==> src/rtl/expo_pkg.sv <==
package expo_pkg;

   // operand slot codes seen by the operand memory
   typedef enum logic [1:0] {
      SLOT_G0  = 2'd0,
      SLOT_G1  = 2'd1,
      SLOT_G01 = 2'd2,
      SLOT_ACC = 2'd3
   } slot_e;

   // job-level states
   typedef enum logic [1:0] {
      M_IDLE,
      M_GATHER,
      M_ISSUE,
      M_BUSY
   } main_st_e;

   // per-product handshake states
   typedef enum logic [1:0] {
      S_IDLE,
      S_LDX,
      S_GO,
      S_WAIT
   } seq_st_e;

   // which product the job issues next
   typedef enum logic [1:0] {
      PH_SINGLE,
      PH_SQR,
      PH_MUL
   } phase_e;

endpackage

==> src/rtl/expo_word_buf.sv <==
module expo_word_buf #(
   parameter int HALF_W  = 16,
   parameter int N_WORDS = 2,
   localparam int WORD_W   = 2 * HALF_W,
   localparam int EXP_BITS = N_WORDS * HALF_W,
   localparam int IDX_W    = (N_WORDS > 1) ? $clog2(N_WORDS) : 1,
   localparam int BIT_W    = (EXP_BITS > 1) ? $clog2(EXP_BITS) : 1
) (
   input  logic              clk,
   input  logic              rst_n,
   input  logic              wr_en,
   input  logic [IDX_W-1:0]  wr_idx,
   input  logic [WORD_W-1:0] wr_word,
   input  logic [BIT_W-1:0]  rd_idx,
   output logic [1:0]        rd_pair
);

   logic [EXP_BITS-1:0] e0_flat;
   logic [EXP_BITS-1:0] e1_flat;

   initial begin
      assert (HALF_W >= 1) else $error("expo_word_buf: HALF_W must be at least 1");
      assert (N_WORDS >= 1) else $error("expo_word_buf: N_WORDS must be at least 1");
   end

   // one slice register pair per FIFO entry; entry k lands at bit 16k upward
   for (genvar k = 0; k < N_WORDS; k++) begin : g_word
      logic [HALF_W-1:0] lo_q;
      logic [HALF_W-1:0] hi_q;

      always_ff @(posedge clk or negedge rst_n) begin
         if (!rst_n) begin
            lo_q <= '0;
            hi_q <= '0;
         end else if (wr_en && (wr_idx == IDX_W'(k))) begin
            lo_q <= wr_word[HALF_W-1:0];
            hi_q <= wr_word[WORD_W-1:HALF_W];
         end
      end

      assign e0_flat[k*HALF_W +: HALF_W] = lo_q;
      assign e1_flat[k*HALF_W +: HALF_W] = hi_q;
   end

   assign rd_pair = {e1_flat[rd_idx], e0_flat[rd_idx]};

   AST_WR_IDX_RANGE: assert property (@(posedge clk) disable iff (!rst_n)
      wr_en |-> (int'(wr_idx) < N_WORDS));

endmodule

==> src/rtl/expo_mul_seq.sv <==
module expo_mul_seq
   import expo_pkg::*;
(
   input  logic       clk,
   input  logic       rst_n,
   input  logic       go,
   input  logic [1:0] go_x,
   input  logic [1:0] go_y,
   input  logic       mul_done,
   output logic       x_load,
   output logic [1:0] x_sel,
   output logic       mul_start,
   output logic [1:0] y_sel,
   output logic       calc_time,
   output logic       fin
);

   seq_st_e    st;
   logic [1:0] xs_q;
   logic [1:0] ys_q;

   always_ff @(posedge clk or negedge rst_n) begin
      if (!rst_n) begin
         st   <= S_IDLE;
         xs_q <= 2'd0;
         ys_q <= 2'd0;
      end else begin
         case (st)
            S_IDLE: if (go) begin
               xs_q <= go_x;
               ys_q <= go_y;
               st   <= S_LDX;
            end
            S_LDX:  st <= S_GO;
            S_GO:   st <= S_WAIT;
            S_WAIT: if (mul_done) st <= S_IDLE;
            default: st <= S_IDLE;
         endcase
      end
   end

   assign x_load    = (st == S_LDX);
   assign mul_start = (st == S_GO);
   assign calc_time = (st == S_GO) || (st == S_WAIT);
   assign fin       = (st == S_WAIT) && mul_done;
   assign x_sel     = xs_q;
   assign y_sel     = ys_q;

   AST_START_AFTER_LOAD: assert property (@(posedge clk) disable iff (!rst_n)
      mul_start |-> $past(x_load));
   AST_STROBES_EXCLUSIVE: assert property (@(posedge clk) disable iff (!rst_n)
      $onehot0({x_load, mul_start}));
   AST_CALC_ENDS_ON_DONE: assert property (@(posedge clk) disable iff (!rst_n)
      (calc_time && mul_done) |=> !calc_time);
   AST_CALC_FROM_START: assert property (@(posedge clk) disable iff (!rst_n)
      $rose(calc_time) |-> mul_start);

endmodule

==> src/rtl/expo_part_sel.sv <==
module expo_part_sel #(
   parameter bit SPLIT = 1'b1
) (
   input  logic       clk,
   input  logic       rst_n,
   input  logic       capture,
   input  logic [1:0] part_in,
   output logic       part_ok,
   output logic [1:0] part_q
);

   if (SPLIT) begin : g_split
      logic [1:0] q;

      always_ff @(posedge clk or negedge rst_n) begin
         if (!rst_n)       q <= 2'b11;
         else if (capture) q <= part_in;
      end

      assign part_ok = |part_in;
      assign part_q  = q;
   end else begin : g_full
      // single undivided multiplier: every start is valid, full width always
      assign part_ok = 1'b1;
      assign part_q  = 2'b11;
   end

endmodule

==> src/rtl/expo_ctrl.sv <==
module expo_ctrl
   import expo_pkg::*;
#(
   parameter int HALF_W  = 16,
   parameter int N_WORDS = 2,
   parameter bit SPLIT   = 1'b1,
   localparam int WORD_W   = 2 * HALF_W,
   localparam int EXP_BITS = N_WORDS * HALF_W,
   localparam int IDX_W    = (N_WORDS > 1) ? $clog2(N_WORDS) : 1,
   localparam int BIT_W    = (EXP_BITS > 1) ? $clog2(EXP_BITS) : 1
) (
   input  logic              clk,
   input  logic              rst_n,
   input  logic              start,
   input  logic              mode_exp,
   input  logic [1:0]        part_sel,
   input  logic [WORD_W-1:0] fifo_data,
   input  logic              fifo_empty,
   output logic              fifo_pop,
   input  logic              mul_done,
   output logic              x_load,
   output logic [1:0]        x_sel,
   output logic              mul_start,
   output logic [1:0]        y_sel,
   output logic [1:0]        mul_part,
   output logic              ready,
   output logic              calc_time
);

   main_st_e         st;
   phase_e           phase;
   logic [IDX_W-1:0] wcnt;
   logic [BIT_W-1:0] bit_idx;
   logic [1:0]       pair;
   logic             part_ok;
   logic             accept;
   logic             go;
   logic [1:0]       go_x;
   logic [1:0]       go_y;
   logic             fin;

   initial begin
      assert (EXP_BITS <= 4096) else $error("expo_ctrl: exponent buffer too large");
      assert ((EXP_BITS & (EXP_BITS - 1)) == 0)
         else $error("expo_ctrl: N_WORDS*HALF_W must be a power of two");
   end

   assign accept   = start && (st == M_IDLE) && part_ok;
   assign fifo_pop = (st == M_GATHER) && !fifo_empty;
   assign go       = (st == M_ISSUE);

   always_comb begin
      go_x = SLOT_ACC;
      go_y = SLOT_ACC;
      case (phase)
         PH_SINGLE: begin
            go_x = SLOT_G0;
            go_y = SLOT_G1;
         end
         PH_MUL:  go_y = 2'(pair - 2'd1);
         default: go_y = SLOT_ACC;
      endcase
   end

   always_ff @(posedge clk or negedge rst_n) begin
      if (!rst_n) begin
         st      <= M_IDLE;
         phase   <= PH_SINGLE;
         wcnt    <= '0;
         bit_idx <= '0;
         ready   <= 1'b0;
      end else begin
         case (st)
            M_IDLE: if (accept) begin
               ready <= 1'b0;
               if (mode_exp) begin
                  wcnt <= '0;
                  st   <= M_GATHER;
               end else begin
                  phase <= PH_SINGLE;
                  st    <= M_ISSUE;
               end
            end
            M_GATHER: if (!fifo_empty) begin
               wcnt <= wcnt + 1'b1;
               if (wcnt == IDX_W'(N_WORDS - 1)) begin
                  bit_idx <= BIT_W'(EXP_BITS - 1);
                  phase   <= PH_SQR;
                  st      <= M_ISSUE;
               end
            end
            M_ISSUE: st <= M_BUSY;
            M_BUSY: if (fin) begin
               case (phase)
                  PH_SQR: begin
                     if (pair != 2'b00) begin
                        phase <= PH_MUL;
                        st    <= M_ISSUE;
                     end else if (bit_idx == '0) begin
                        ready <= 1'b1;
                        st    <= M_IDLE;
                     end else begin
                        bit_idx <= bit_idx - 1'b1;
                        st      <= M_ISSUE;
                     end
                  end
                  PH_MUL: begin
                     if (bit_idx == '0) begin
                        ready <= 1'b1;
                        st    <= M_IDLE;
                     end else begin
                        bit_idx <= bit_idx - 1'b1;
                        phase   <= PH_SQR;
                        st      <= M_ISSUE;
                     end
                  end
                  default: begin
                     ready <= 1'b1;
                     st    <= M_IDLE;
                  end
               endcase
            end
            default: st <= M_IDLE;
         endcase
      end
   end

   expo_word_buf #(
      .HALF_W  (HALF_W),
      .N_WORDS (N_WORDS)
   ) u_buf (
      .clk     (clk),
      .rst_n   (rst_n),
      .wr_en   (fifo_pop),
      .wr_idx  (wcnt),
      .wr_word (fifo_data),
      .rd_idx  (bit_idx),
      .rd_pair (pair)
   );

   expo_mul_seq u_seq (
      .clk       (clk),
      .rst_n     (rst_n),
      .go        (go),
      .go_x      (go_x),
      .go_y      (go_y),
      .mul_done  (mul_done),
      .x_load    (x_load),
      .x_sel     (x_sel),
      .mul_start (mul_start),
      .y_sel     (y_sel),
      .calc_time (calc_time),
      .fin       (fin)
   );

   expo_part_sel #(
      .SPLIT (SPLIT)
   ) u_part (
      .clk     (clk),
      .rst_n   (rst_n),
      .capture (accept),
      .part_in (part_sel),
      .part_ok (part_ok),
      .part_q  (mul_part)
   );

   AST_NO_MUL_WHILE_GATHER: assert property (@(posedge clk) disable iff (!rst_n)
      (st == M_GATHER) |-> !mul_start);
   AST_READY_HOLD: assert property (@(posedge clk) disable iff (!rst_n)
      (ready && !start) |=> ready);
   AST_READY_QUIET: assert property (@(posedge clk) disable iff (!rst_n)
      ready |-> !calc_time);
   AST_PART_STABLE: assert property (@(posedge clk) disable iff (!rst_n)
      (st != M_IDLE) |=> $stable(mul_part));
   AST_BUSY_START_IGNORED: assert property (@(posedge clk) disable iff (!rst_n)
      (start && (st == M_BUSY)) |=> !ready);

endmodule

==> config.mk <==
export PLATFORM = sky130hd
export DESIGN_NAME = expo_ctrl
export DESIGN_NICKNAME = d
export VERILOG_FILES = /design/src/rtl/expo_pkg.sv /design/src/rtl/expo_word_buf.sv /design/src/rtl/expo_mul_seq.sv /design/src/rtl/expo_part_sel.sv /design/src/rtl/expo_ctrl.sv
export SDC_FILE = /design/constraint.sdc
export NUM_CORES = 1
export LEC_CHECK = 0
export BUFFER_PORTS_ARGS = -buffer_cell sky130_fd_sc_hd__buf_2
export CORE_MARGIN = 3
export CORE_UTILIZATION = 35
export CTS_CLUSTER_SIZE = 14
export DETAILED_ROUTE_END_ITERATION = 7
export GPL_ROUTABILITY_DRIVEN = 1
export PLACE_DENSITY = 0.5
export SLEW_MARGIN = 20
export SYNTH_ARGS = -nofsm -noshare
export SYNTH_HDL_FRONTEND = slang
export SYNTH_SLANG_ARGS = --single-unit
export TNS_END_PERCENT = 10
==> constraint.sdc <==
create_clock -name clk -period 5.26 [get_ports clk]
set_clock_uncertainty 0.15 [all_clocks]
set_input_delay 0.526 -clock clk [delete_from_list [all_inputs] [get_ports clk]]
set_output_delay 0.526 -clock clk [all_outputs]
set_load 0.02 [all_outputs]
Word-level counts from Yosys, hierarchy flattened --
Index checks and enable logic that the tools add are counted.
Storage, ports and cells: flip-flop bits (word level) 83, bits of input ports 40
Cells by class: $lt $le $gt $ge 1, reduce and logical (&&, ||, !) cells 25, equality and inequality tests 20, bitwise gates (word level) 1, $add $sub $neg 3, muxes and demuxes 44
Operators with widths (count):
- $mux W2 | 17
- $mux W5 | 5
- $pmux W5 S2 | 2
- $ne A2 B2 Y1 const B | 8
- $pmux W2 S4 | 2
- $pmux W2 S2 | 3
- $reduce_and A4 Y1 | 3
- $bmux W1 S5 | 2
- $eq A2 B2 Y1 const B | 5
- $mux W1 | 9
- $ne A3 B3 Y1 const B | 3
- $reduce_and A9 Y1 | 1
- $reduce_bool A2 Y1 | 4
- $eq A2 B1 Y1 const B | 3
- $logic_and A1 B1 Y1 | 6
- $logic_not A2 Y1 | 3
- $lt A5 B6 Y1 const B | 1
- $pmux W1 S2 | 3
- $pmux W2 S3 | 1
- $reduce_and A6 Y1 | 1
- $logic_not A5 Y1 | 1
- $sub A5 B1 Y5 const B | 1
- $reduce_and A2 Y1 | 2
- $ne A3 B2 Y1 const B | 1
- other kinds (7) | 7

Logic depth before layout (Yosys ltp) --
Gate-level depths: netlist of the first run.
word-level depth 7, gate-level depth with buffers 14, depth with buffers taken out 11

By module --
Synthesis of the first run repeated with hierarchy kept, for this count alone.
Unflattened totals: cell total of the unflattened synthesis 339, area, all modules 4266.6 sq um
By module, submodules not included:
- expo_word_buf | seq. area each 1601.5 sq um, cells each 209, instances 1, area an instance 2976.6 sq um
- expo_ctrl | seq. area each 275.3 sq um, cells each 99, instances 1, area an instance 882.1 sq um
- expo_mul_seq | seq. area each 150.1 sq um, cells each 26, instances 1, area an instance 326.6 sq um
- expo_part_sel | seq. area each 52.6 sq um, cells each 5, instances 1, area an instance 81.3 sq um

Worst setup path before layout of the first run --
No wires, ideal clock.
path type flip-flop to flip-flop, from register bit_idx[0], to register bit_idx[4], cell stages (with the launch flop) 12, required time 5041 ps, data arrival time 2881 ps, setup time 69 ps, path slack 2161 ps, cells stage by stage dfrtp_1 > buf_6 > buf_8 > mux4_1 > mux4_2 > mux2i_1 > ha_1 > nor2b_1 > o21ai_0 > nand4_1 > or4_1 > nand3_1
Between the ends: cells in the longest elaborated chain, start to end 6
RTL lines:
- start: declaration | RTL line expo_ctrl.sv:33 | logic [BIT_W-1:0] bit_idx;
- start signal: assignment | RTL line expo_ctrl.sv:87 | bit_idx <= BIT_W'(EXP_BITS - 1);
- start signal: assignment | RTL line expo_ctrl.sv:103 | bit_idx <= bit_idx - 1'b1;
- start signal: assignment | RTL line expo_ctrl.sv:112 | bit_idx <= bit_idx - 1'b1;
- $sub A5 B1 Y5 or $logic_not A5 Y1 (tied branches)
- $mux W5 | RTL line expo_ctrl.sv:99, expo_ctrl.sv:108
- $mux W5 | RTL line expo_ctrl.sv:96 | if (pair != 2'b00) begin
- $pmux W5 S2 | RTL line expo_ctrl.sv:94 | case (phase)
- $mux W5 | RTL line expo_ctrl.sv:93 | M_BUSY: if (fin) begin
- $pmux W5 S2 | RTL line expo_ctrl.sv:73 | case (st)
Parallel ways exist; a longest one is shown, timed or not. The select of a mux whose other input is x is not followed. A chain may end at the register's enable or synchronous reset.

Final worst setup path of the first run --
Ends and elaborated chain as after synthesis.

==> results of run 1 <==
==> layout by cell type (no fill, tap or decap), types with 5 or more instances in the layout <==
cell type / n
dfrtp_1: 80
buf_2: 49
mux2_2: 68
clkbuf_16: 9
nand3_1: 6
nor2_1: 10
ha_1: 15
nor3_1: 6
o21ai_0: 5
mux2i_1: 10
nand2_1: 17
a21oi_1: 8
mux4_2: 10
inv_1: 13
==> final cells by class <==
type / instances / area (sq um)
multi-input cells: 199 / 1910
flip-flops and latches: 82 / 2050
repair buffers: 53 / 279
inverters: 13 / 48.8
clock buffers: 10 / 239
clock inverters: 6 / 90.1
well taps: 140 / 175
fillers: 1069 / 6380
==> how the worst max path moves through the flow <==
| stage | startpoint | end | slack [ps] | depth (start not counted) |
|---|---|---|---|---|
| 5_1_grt | bit_idx[0]$_DFFE_PN0P_ | bit_idx[4]$_DFFE_PN0P_ | 1410 | 10 |
| 2_1_floorplan | bit_idx[0]$_DFFE_PN0P_ | bit_idx[4]$_DFFE_PN0P_ | 2160 | 11 |
| 4_1_cts | bit_idx[0]$_DFFE_PN0P_ | bit_idx[4]$_DFFE_PN0P_ | 1720 | 10 |
| 6_report | bit_idx[0]$_DFFE_PN0P_ | bit_idx[4]$_DFFE_PN0P_ | 1750 | 10 |
| 3_3_place_gp | bit_idx[0]$_DFFE_PN0P_ | bit_idx[4]$_DFFE_PN0P_ | 1820 | 10 |
| 3_5_place_dp | bit_idx[0]$_DFFE_PN0P_ | bit_idx[4]$_DFFE_PN0P_ | 1720 | 10 |
==> critical path, delay by kind of cell, from the launching register on <==
kind | cells | cell delay [ps]
muxes | 3 | 1270
and+or+nand+nor | 4 | 810
buffers and inverters | 1 | 350
AOI/OAI and AO/OA | 1 | 350
DFF | 1 | 320
adders and majority gates | 1 | 200
==> routing by layer <==
metal	vias to the layer above	part of all wire	track usage
met3	15	0.046	0.0359
met5	-	0	0
met2	64	0.46	0.223
met1	1282	0.48	0.189
met4	0	0.022	0.0586
li1	1232	-	-
==> where the power goes <==
part | internal, uW | total, uW | switching (uW)
sequential | 951 | 1180 | 228
combinational | 631 | 1150 | 521
clock | 429 | 690 | 261
==> flip-flops by register name, summed over array words and instances, names as in the netlist <==
name               count
u_buf.g_word.hi_q     32
u_buf.g_word.lo_q     32
bit_idx                5
phase                  2
st                     2
u_part.part_q          2
u_seq.st               2
u_seq.y_sel            2
ready                  1
u_seq.x_sel            1
wcnt                   1
==> through the flow <==
stage | util | instance area [sq um] | hold slack [ps] | power, uW | cells
4_1_cts | 0.429 | 4790 | 262 | 3060 | 503
2_1_floorplan | - | 4110 | 80.4 | 2050 | 312
5_1_grt | 0.429 | 4800 | 129 | 3250 | 503
3_3_place_gp | 0.399 | 4460 | 296 | 2340 | 487
3_5_place_dp | 0.399 | 4460 | 301 | 2360 | 487
6_report | 0.429 | 4800 | 74.8 | 3020 | 503
==> cells by family after synthesis <==
kind of cell             Yosys count
buffers and inverters             31
AND/OR/NAND/NOR                   59
AO/OA/AOI/OAI                     31
XOR/XNOR                           2
flip-flops                        82
multiplexers                      92
adder cells (fa/ha/maj)           15
==> summary.md, run 1 <==
| Metric | Value |
|---|---|
| Status | finished, final reports clean |
| Period utilisation layout | 0.668 |
| Rows | 38 |
| Post-synthesis sequential area ratio | 0.500 |
| Share of the synthesized area in the top cell type | 0.487 |
| Crit path largest cell delay | just over 600 ps |
| Core area | 11,200 sq um |
| Final net count | around 410 |
| CP Launch Type | flop |
| Slew headroom | 0.502 |
| Clk buf depth | 2 |
| Synth Cell Area | roughly 4000 sq um |
| Clk slew on worst S/H paths | 60 ps |
| I/O pin count | 51 |
| Commonest cells post-synth | dfrtp_1, mux2_2, nand2_1 |
| Number of synthesized flops with an enable pin | 0 |
| Final Max Slew Viols | 0 |
| Worst Tran Pin Value | between 700 and 800 ps |
| Crit end category | flop |
| Routed WL per cell | 16.9 um |
| Worst hold-check path type | input port to asynchronous set/reset pin |
| Drt first-iter violations | just over 80 |
| Post-layout min period | between 3000 and 4000 ps |
| Final setup margin | 1750 ps |
| Post-Synth Adder-Cell Area | 0.0457 |
| Pleak | roughly 0.0022 uW |
| Layout Area Growth over Synthesis | 16.8% |
| Worst Path Arrival | 3640 ps |
| DR vias | 2,593 |
| GRT overflow | 0 |
| Total power divided by cell area | 630 nW/um^2 |
| Clk_lat worst skew | 340 ps |
| CTS tree | yes |
| Compound-Gate Fraction of Synth Area | 0.0496 |
| DIE AREA | 13,100 sq um |
| Cells after Synth | ~310 |
| Total negative slack | 0 ps |
| Initial antenna violation count | 0 |
| Fmax | 285 MHz |
| Top_reg_cell synth | dfrtp_1 |
| CP Class | flop to flop |
| Synth Net Count | 367 |
| #FFs+latches synth | 82 |
| Vias in the first global route | 2,779 |
| Synth Warn # | 0 |
| Die W | around 110 um |
| Top cells by area, synth | dfrtp_1, mux2_2, mux4_2, ha_1, mux4_1 |
| Routability cong. | 0.759 |
| Hold Violations, Final | 0 |
| Yosys top cell by area | dfrtp_1 |
| Synth Area in XOR/XNOR | 0.00426 |
| Worst-path fanout max | 24 |
| # resized after CTS | 0 |
| CP max-delay cell | mux4_1 |
| First-pass GRT wire length | 14.4 mm |
| Share of cells above drive strength 1 | 0.421 |
| Inserted Clock Buffers | 9 |
| DR DRC count | 0 |
| Crit path cell chain | buf_4, mux4_1, mux4_2, mux2i_1, ha_1, nor2b_1, o21ai_0, nand4_1, or4_1, nand3_1 |
| Die height | around 110 um |
| FFs w/ async S/R, synth | 1.00 |
| R2R Setup Slk | 1750 ps |
| Vias per inst | ~5.2 |
| DRT Pass-1 Iters | 4 |
| Antenna-violating nets left | 0 |
| Initial Utilization | 0.368 |
| Clock Sinks | just over 80 |
| Reg2reg start | bit_idx[0]$_DFFE_PN0P_ |
| Diode count | 0 |
| RSZ-0062 raised after global routing | false |
| Critical path data required time | 5390 ps |
| # port buffers | 50 |
| WL final | 8.49 mm |
| Post-Synth Simple-Gate Area | 0.0728 |
| GRT Overall Usage | 0.142 |
| Post-DP HPWL | 5.89 mm |
| Max cap viols | 0 |
| Largest net degree at the start of global routing | 83 |
| Mux contribution to synthesized area | 0.291 |
| H-tree depth | 3 |
| Worst vdd ir | 322 uV |
| CTS Root Cell | clkbuf_16 |
| Largest family of logic cells by synthesized area | multiplexers |
| Postcts setup bufs | 0 |
| Hold Buf Count CTS | 0 |
| R2r worst-path depth | 10 |
| Distinct cell type count after synthesis | 43 |
| Final setup vio count | 0 |
| Reg2reg end | bit_idx[4]$_DFFE_PN0P_ |
| Syn Area/Cell | ~13 sq um |
| Pre-CTS setup slack | 1720 ps |
| Most frequent cell after synthesis | dfrtp_1 |
(Power assumes the default switching activity.)
==> run 2: changes to the inputs <==
--- a/config.mk
+++ b/config.mk
@@ -5,13 +5,14 @@
 export SDC_FILE = /design/constraint.sdc
 export NUM_CORES = 1
 export LEC_CHECK = 0
+export ABC_AREA = 1
 export BUFFER_PORTS_ARGS = -buffer_cell sky130_fd_sc_hd__buf_2
 export CORE_MARGIN = 3
 export CORE_UTILIZATION = 35
 export CTS_CLUSTER_SIZE = 14
 export DETAILED_ROUTE_END_ITERATION = 7
 export GPL_ROUTABILITY_DRIVEN = 1
-export PLACE_DENSITY = 0.5
+export PLACE_DENSITY = 0.49
 export SLEW_MARGIN = 20
 export SYNTH_ARGS = -nofsm -noshare
 export SYNTH_HDL_FRONTEND = slang
==> constraint.sdc (replaced) <==
create_clock -name clk -period 3.6 [get_ports clk]
set_clock_uncertainty 0.15 [all_clocks]
set_input_delay 0.36 -clock clk [delete_from_list [all_inputs] [get_ports clk]]
set_output_delay 0.36 -clock clk [all_outputs]
set_load 0.02 [all_outputs]
==> run 2 against run 1 <==
Net effect:
- die area increased by 4.6%
- global-route usage rose by 0.96 points
- hold slack lost 3.1 ps
- largest cell class unchanged
- largest power group is now combinational logic
- sequential share of layout area down 1.2 points
- non-clock buffer count increased by 2
- critical path type unchanged
- clock power rose by 43%
- critical path depth up 7
- setup slack got worse by 950 ps
==> summary.md, run 2 <==
| Metric | Value |
|---|---|
| Status | finished, final reports clean |
| Clk slew on worst S/H paths | 60 ps (about the same) |
| RSZ-0062 raised after global routing | false |
| Share of the synthesized area in the top cell type | 0.465 (-0.0224) |
| Antenna-violating nets left | 0 (unchanged) |
| Most frequent cell after synthesis | nand2_1 |
| DIE AREA | 13,700 sq um (+4.6%) |
| #FFs+latches synth | 82 (unchanged) |
| Final setup vio count | 0 (unchanged) |
| Slew headroom | 0.502 (about the same) |
| Worst Tran Pin Value | 747 ps (+0.403 ps) |
| Crit path buf inv count | 2 (+1) |
| Critical path data required time | 3670 ps (-1720 ps) |
| Worst setup path start | bit_idx[0]$_DFFE_PN0P_ |
| Crit path cell chain | inv_2, nand2_1, nand2_1, nand2_1, nand3_1, nand3_1, nand2_1, nand2_1, ha_1, nor2_1, nand2_1, nand2_1, nor2_2, nand3_2, inv_2, o31ai_1, o21ai_0 |
| Routed WL per cell | 12.9 um (-23%) |
| Wire length on met2 | 4.34 mm (+12%) |
| Die W | 117 um (+2.3%) |
| Synth Net Count | 600 (+63%) |
| GRT Overall Usage | 0.152 (+0.00962) |
| Initial antenna violation count | 0 (unchanged) |
| Die height | 117 um (+2.3%) |
| Worst hold-check path type | input port to flop |
| Yosys top cell by area | dfrtp_1 |
| Top_reg_cell synth | dfrtp_1 |
| Initial Utilization | 0.368 (about the same) |
| Postcts setup bufs | 0 (unchanged) |
| Crit end category | flop |
| # resized after CTS | 0 (unchanged) |
| Post-DP HPWL | 6.54 mm (+11%) |
| Vias per inst | 4.76 (-7.6%) |
| WL final | 9.47 mm (+11%) |
| Clock Sinks | 82 (unchanged) |
| Layout Area Growth over Synthesis | 14.6% |
| Worst Path Arrival | 2870 ps (-770 ps) |
| Final net count | 638 (+54%) |
| DR DRC count | 0 (unchanged) |
| CP Class | flop to flop |
| Compound-Gate Fraction of Synth Area | 0.155 (+0.106) |
| Hold Buf Count CTS | 0 (unchanged) |
| CP delay by family, top | simple AND/OR/NAND/NOR gates |
| Largest net degree at the start of global routing | 83 (unchanged) |
| First-pass GRT wire length | 16.2 mm (+12%) |
| Cells after Synth | 545 (+75%) |
| GRT overflow | 0 (unchanged) |
| Clk_lat worst skew | 340 ps (about the same) |
| DRT Pass-1 Iters | 4 (unchanged) |
| R2R Setup Slk | 800 ps (-950 ps) |
| Metal3 WL | 406 um (+4.6%) |
| Total negative slack | 0 ps (unchanged) |
| Pleak | 0.00254 uW (+16%) |
| Largest family of logic cells by synthesized area | simple AND/OR/NAND/NOR gates |
| Commonest non-fill, non-tap cell in the layout | nand2_1 |
| Fmax | 357 MHz (+25%) |
| Total power divided by cell area | 900 nW/um^2 (+43%) |
| Post-Synth Simple-Gate Area | 0.219 (+0.146) |
| Top cells by area, synth | dfrtp_1, nand2_1, o21ai_0, inv_1, ha_1 |
| Inserted Clock Buffers | 9 (unchanged) |
| Hold WS | 71.8 ps (-3.07 ps) |
| Synth Area in XOR/XNOR | 0 (-0.00426) |
| Synth Warn # | 0 (unchanged) |
| Routability cong. | 0.759 (about the same) |
| Mux contribution to synthesized area | 0 (-0.291) |
| Max layer used | met4 |
| R2r worst-path depth | 17 (+7) |
| Diode count | 0 (unchanged) |
| Hold path start | part_sel[1] |
| Period utilisation layout | 0.779 (+0.111) |
| Hold Path Depth | 3 |
| H-tree depth | 3 (unchanged) |
| # port buffers | 50 (unchanged) |
| CTS tree | yes |
| Crit path largest cell delay | 520 ps (-90 ps) |
| CTS Root Cell | clkbuf_16 |
| Drt first-iter violations | 171 (+110%) |
| Commonest cells post-synth | nand2_1, dfrtp_1, o21ai_0 |
| Post-Synth Adder-Cell Area | 0.0436 (-0.00210) |
| Largest regs | u_buf.g_word.hi_q x32, u_buf.g_word.lo_q x32, bit_idx x5 |
| Clk buf depth | 2 (unchanged) |
| Synth Cell Area | 4310 sq um (+4.8%) |
| Top cell by count, worst path | nand2_1 |
| Worst vdd ir | 298 uV (-7.4%) |
| Vias in the first global route | 3,445 (+24%) |
| Metal-1 WL | 4.54 mm (+12%) |
| Share of cells above drive strength 1 | 0.158 (-0.263) |
| Filler instances | 1,239 (+16%) |
| Distinct cell type count after synthesis | 32 (-26%) |
| Syn Area/Cell | 7.90 sq um (-40%) |
| Hold Violations, Final | 0 (unchanged) |
| Hold EP | u_part.part_q[1]$_DFFE_PN1P_ |
| Final Max Slew Viols | 0 (unchanged) |
| CP Launch Type | flop |
| Post-layout min period | 2800 ps (-707 ps) |
| Max cap viols | 0 (unchanged) |
| Reg2reg end | bit_idx[4]$_DFFE_PN0P_ |
| Post-synthesis sequential area ratio | 0.477 (-0.0230) |
| CP max-delay cell | dfrtp_1 |
| FFs w/ async S/R, synth | 1.00 (unchanged) |
| Core area | 11,700 sq um (+4.8%) |
| DR vias | 3,482 (+34%) |
| Number of synthesized flops with an enable pin | 0 (unchanged) |
| Rows | 39 (+2.6%) |
| I/O pin count | 51 (unchanged) |
| Most frequent cells in the layout | nand2_1, dfrtp_1, o21ai_0, inv_1, buf_2 |
| Worst-path fanout max | 35 (+46%) |
| Reg2reg start | bit_idx[0]$_DFFE_PN0P_ |
==> run 2: cell count changes after synthesis, sizes merged, moves of 4 or more <==
cell / change
a31oi: -4
buf: +7
inv: +62
mux2: -68
mux2i: -10
mux4: -14
nand2: +128
nand3: +25
nor2: +27
nor3: -4
o21ai: +90
o22ai: +5
==> run 2: metrics by stage <==
| step | utilization | std cells | area (sq um) | power (uW) | setup WS [ps] |
|---|---|---|---|---|---|
| 3_5_place_dp | 0.393 | 714 | 4600 | 3480 | 810 |
| 3_3_place_gp | 0.393 | 714 | 4600 | 3460 | 883 |
| 4_1_cts | 0.420 | 730 | 4920 | 4510 | 797 |
| 2_1_floorplan | - | 545 | 4310 | 3050 | 1370 |
| 6_report | 0.421 | 731 | 4940 | 4440 | 796 |
| 5_1_grt | 0.421 | 731 | 4940 | 4900 | 410 |
==> run 2: how the worst max path moves through the flow <==
stage | end | slack (ps) | depth (start not counted)
floorplan | bit_idx[4]$_DFFE_PN0P_ | 1370 | 19
global placement | bit_idx[2]$_DFFE_PN0P_ | 880 | 18
detailed placement | bit_idx[2]$_DFFE_PN0P_ | 810 | 17
CTS | bit_idx[2]$_DFFE_PN0P_ | 800 | 17
global route | bit_idx[4]$_DFFE_PN0P_ | 410 | 17
finish | bit_idx[4]$_DFFE_PN0P_ | 800 | 17
==> run 2: logic make-up after synthesis <==
kind of cell,count (synthesis)
AOI/OAI and AO/OA,121
buffers and inverters,103
adders and majority gates,15
DFF,82
and+or+nand+nor,224
==> run 2: worst register-to-register path: cells and delay by family, from the launching register on <==
| family | cells | cell delay (ps) |
|---|---|---|
| buffers and inverters | 2 | 540 |
| DFF | 1 | 520 |
| AOI/OAI and AO/OA | 2 | 170 |
| and+or+nand+nor | 12 | 1100 |
| adders and majority gates | 1 | 210 |
==> run 2: per-layer routing <==
layer  global-route usage  up-vias
met1                0.191     1599
met5                    0        -
met4               0.0627        0
li1                     -     1813
met3               0.0396       14
met2                0.249       56
==> run 2: report_power, final <==
| part | total, uW | internal [uW] | switching [uW] |
|---|---|---|---|
| registers | 1640 | 1350 | 285 |
| clock network | 987 | 610 | 378 |
| logic | 1820 | 691 | 1130 |
==> run 2: cell type report <==
type,instances,area [sq um],area share
Multi-Input combinational cell,360,1810,0.366
Clock buffer,10,229,0.0464
Tap cell,143,179,0.0362
Clock inverter,6,90.1,0.0183
Timing Repair Buffer,55,297,0.0601
Sequential cell,82,2050,0.416
Inverter,75,282,0.0570
==> run 3: changes to the inputs <==
==> constraint.sdc (replaced) <==
create_clock -name clk -period 2.6 [get_ports clk]
set_clock_uncertainty 0.15 [all_clocks]
set_input_delay 0.26 -clock clk [delete_from_list [all_inputs] [get_ports clk]]
set_output_delay 0.26 -clock clk [all_outputs]
set_load 0.02 [all_outputs]
==> run 3 against run 2 <==
Net effect:
- via count increased by 1.8%
- fmax increased by 15%
- global-route usage increased by 0.26 points
- register-to-register slack got worse by 640 ps
- sequential power increased by 40%
- setup slack got worse by 640 ps
- critical path type unchanged
- largest cell class unchanged
- highest routed layer unchanged
==> summary.md, run 3 (synthesis gave the netlist of run 2 again) <==
| Metric | Value |
|---|---|
| Status | finished, final reports clean |
| Metal3 WL | 347 um (-15%) |
| Diode count | 0 (unchanged) |
| Rows | 39 (unchanged) |
| Initial Utilization | 0.368 (unchanged) |
| Worst-path fanout max | 6 (-83%) |
| H-tree depth | 3 (unchanged) |
| Initial antenna violation count | 0 (unchanged) |
| Worst vdd ir | 521 uV (+75%) |
| Core area | 11,700 sq um (unchanged) |
| Metal-1 WL | 4.73 mm (+4.2%) |
| Reg2reg end | bit_idx[0]$_DFFE_PN0P_ |
| Inserted Clock Buffers | 9 (unchanged) |
| WL final | 9.85 mm (+4.0%) |
| Crit path largest cell delay | 500 ps (-20 ps) |
| Total power divided by cell area | 1270 nW/um^2 (+41%) |
| Die height | 117 um (unchanged) |
| Crit end category | flop |
| DR DRC count | 0 (unchanged) |
| Fmax | 409 MHz (+15%) |
| # port buffers | 50 (unchanged) |
| Placed cell area | 4710 sq um (+2.3%) |
| Hold Violations, Final | 0 (unchanged) |
| Pleak | 0.00271 uW (+6.9%) |
| Power, Total | 6730 uW (+52%) |
| Max cap viols | 0 (unchanged) |
| Final Max Slew Viols | 0 (unchanged) |
| Worst Tran Pin Value | 577 ps (-170 ps) |
| Post-DP HPWL | 6.84 mm (+4.6%) |
| CP Launch Type | flop |
| Clk_lat worst skew | 340 ps (about the same) |
| Final setup vio count | 0 (unchanged) |
| Antenna-violating nets left | 0 (unchanged) |
| Crit path buf inv count | 2 (unchanged) |
| Hold Path Depth | 3 (unchanged) |
| Critical path data required time | 2660 ps (-1010 ps) |
| CTS tree | yes |
| Max layer used | met4 |
| R2r worst-path depth | 16 (-1) |
| Clock Sinks | 82 (unchanged) |
| Layout Area Growth over Synthesis | 23.2% |
| GRT overflow | 0 (unchanged) |
| Worst hold-check path type | input port to flop |
| Share of cells above drive strength 1 | 0.206 (+0.0477) |
| Vias per inst | 4.69 (-1.5%) |
| Reg2reg start | bit_idx[0]$_DFFE_PN0P_ |
| Routed WL per cell | 13.0 um (+0.70%) |
| Hold EP | u_buf.g_word[0].hi_q[12]$_DFFE_PN0P_ |
| Post-layout min period | 2440 ps (-361 ps) |
| First-pass GRT wire length | 16.4 mm (+1.8%) |
| Largest net degree at the start of global routing | 65 (-22%) |
| Finished Core Util | 0.453 (+0.0316) |
| Die W | 117 um (unchanged) |
| Worst Path Arrival | 2510 ps (-360 ps) |
| I/O pin count | 51 (unchanged) |
| Crit path cell chain | clkinv_4, buf_8, o21ai_2, o22ai_1, nand2_1, nand2_1, nand3b_1, nand2_2, ha_4, nor2_2, nand2_2, nand2_2, nor2_4, nand3_4, nor2_1, o21ai_0 |
| Drt first-iter violations | 164 (-4.1%) |
| CP max-delay cell | dfrtp_2 |
| Wire length on met2 | 4.59 mm (+5.8%) |
| R2R Setup Slk | 160 ps (-640 ps) |
| CP Class | flop to flop |
| Period utilisation layout | 0.940 (+0.161) |
| Final instance area | 5310 sq um (+7.5%) |
| Slew headroom | 0.616 (+0.114) |
| Top cell by count, worst path | nand2_2 |
| Vias in the first global route | 3,426 (-0.55%) |
| GRT Overall Usage | 0.155 (+0.00264) |
| Hold path start | fifo_data[28] |
| DIE AREA | 13,700 sq um (unchanged) |
| Clk buf depth | 2 (unchanged) |
| CTS Root Cell | clkbuf_16 |
| DR vias | 3,544 (+1.8%) |
| Filler instances | 1,218 (-1.7%) |
| CP delay by family, top | simple AND/OR/NAND/NOR gates |
| DRT Pass-1 Iters | 4 (unchanged) |
| Hold WS | 14.9 ps (-56.8 ps) |
| Routability cong. | 0.870 (+15%) |
| Clk slew on worst S/H paths | 60 ps (about the same) |
| Final net count | 662 (+3.8%) |
| Most frequent cells in the layout | nand2_1, dfrtp_1, inv_1, o21ai_0, buf_2 |
| Largest regs | u_buf.g_word.hi_q x32, u_buf.g_word.lo_q x32, bit_idx x5 |
| Commonest non-fill, non-tap cell in the layout | nand2_1 |
==> run 3: cell types whose count changed in the layout (fill, tap and decap cells not counted), moves of 3 or more <==
cell	previous run	this run
buf_4	4	15
o21ai_0	78	71
o21ai_1	11	17
nand2_1	144	140
nand2_2	1	5
buf_12	0	3
clkbuf_16	9	12
clkinv_2	1	4
dlygate4sd3_1	1	4
nor2_1	32	29
==> run 3: how the worst max path moves through the flow <==
stage / start / end / depth (start not counted)
5_1_grt: bit_idx[0]$_DFFE_PN0P_ / bit_idx[2]$_DFFE_PN0P_ / 17
2_1_floorplan: bit_idx[0]$_DFFE_PN0P_ / bit_idx[4]$_DFFE_PN0P_ / 19
6_report: bit_idx[0]$_DFFE_PN0P_ / bit_idx[0]$_DFFE_PN0P_ / 16
3_3_place_gp: bit_idx[1]$_DFFE_PN0P_ / bit_idx[2]$_DFFE_PN0P_ / 18
4_1_cts: bit_idx[1]$_DFFE_PN0P_ / bit_idx[2]$_DFFE_PN0P_ / 18
3_5_place_dp: bit_idx[0]$_DFFE_PN0P_ / bit_idx[4]$_DFFE_PN0P_ / 17
==> run 3: area by class of cell <==
class	count	area, sq um	share of cell area
Clock buffer	10	229	0.0432
Clock inverter	6	105	0.0198
Inverter	75	289	0.0545
Multi-Input combinational cell	360	1860	0.350
Sequential cell	82	2060	0.388
Tap cell	143	179	0.0337
Timing Repair Buffer	78	586	0.110
Timing Repair inverter	1	5.00	0.000943
==> run 3: per-stage QoR <==
stage | setup TNS, ps | worst slack [ps] | std cells
after floorplan | 0 | 367 | 545
after global placement | 0 | 193 | 725
after detailed placement | 0 | 161 | 725
after CTS | 0 | 141 | 745
after global routing | -158 | -48.8 | 755
final | 0 | 157 | 755
==> run 3: worst register-to-register path: cells and delay by family, from the launching register on <==
kind / cells / cell delay, ps
buffers and inverters: 2 / 300
AND/OR/NAND/NOR: 10 / 920
flip-flops: 1 / 500
AO/OA/AOI/OAI: 3 / 290
adder cells (fa/ha/maj): 1 / 140
==> run 3: power breakdown <==
group | internal, uW | leakage, uW | switching [uW] | total (uW)
combinational | 1300 | 0.00154 | 1700 | 3000
clock | 933 | 0.000166 | 509 | 1440
sequential | 1880 | 0.00101 | 416 | 2290
==> run 3: repair_timing <==
action / in CTS / in global routing
endpoints found under the setup margin: 0 / 5
endpoints found under the hold margin: 32 / 0
gates resized for setup: 0 / 34
buffers inserted: 0 / 6
hold buffers: 4 / 0
==> run 3: metal layers <==
metal  GRT usage  vias up
li1            -     1858
met1       0.210     1628
met2       0.235       48
met3      0.0401       10
met4      0.0665        0
met5           0        -
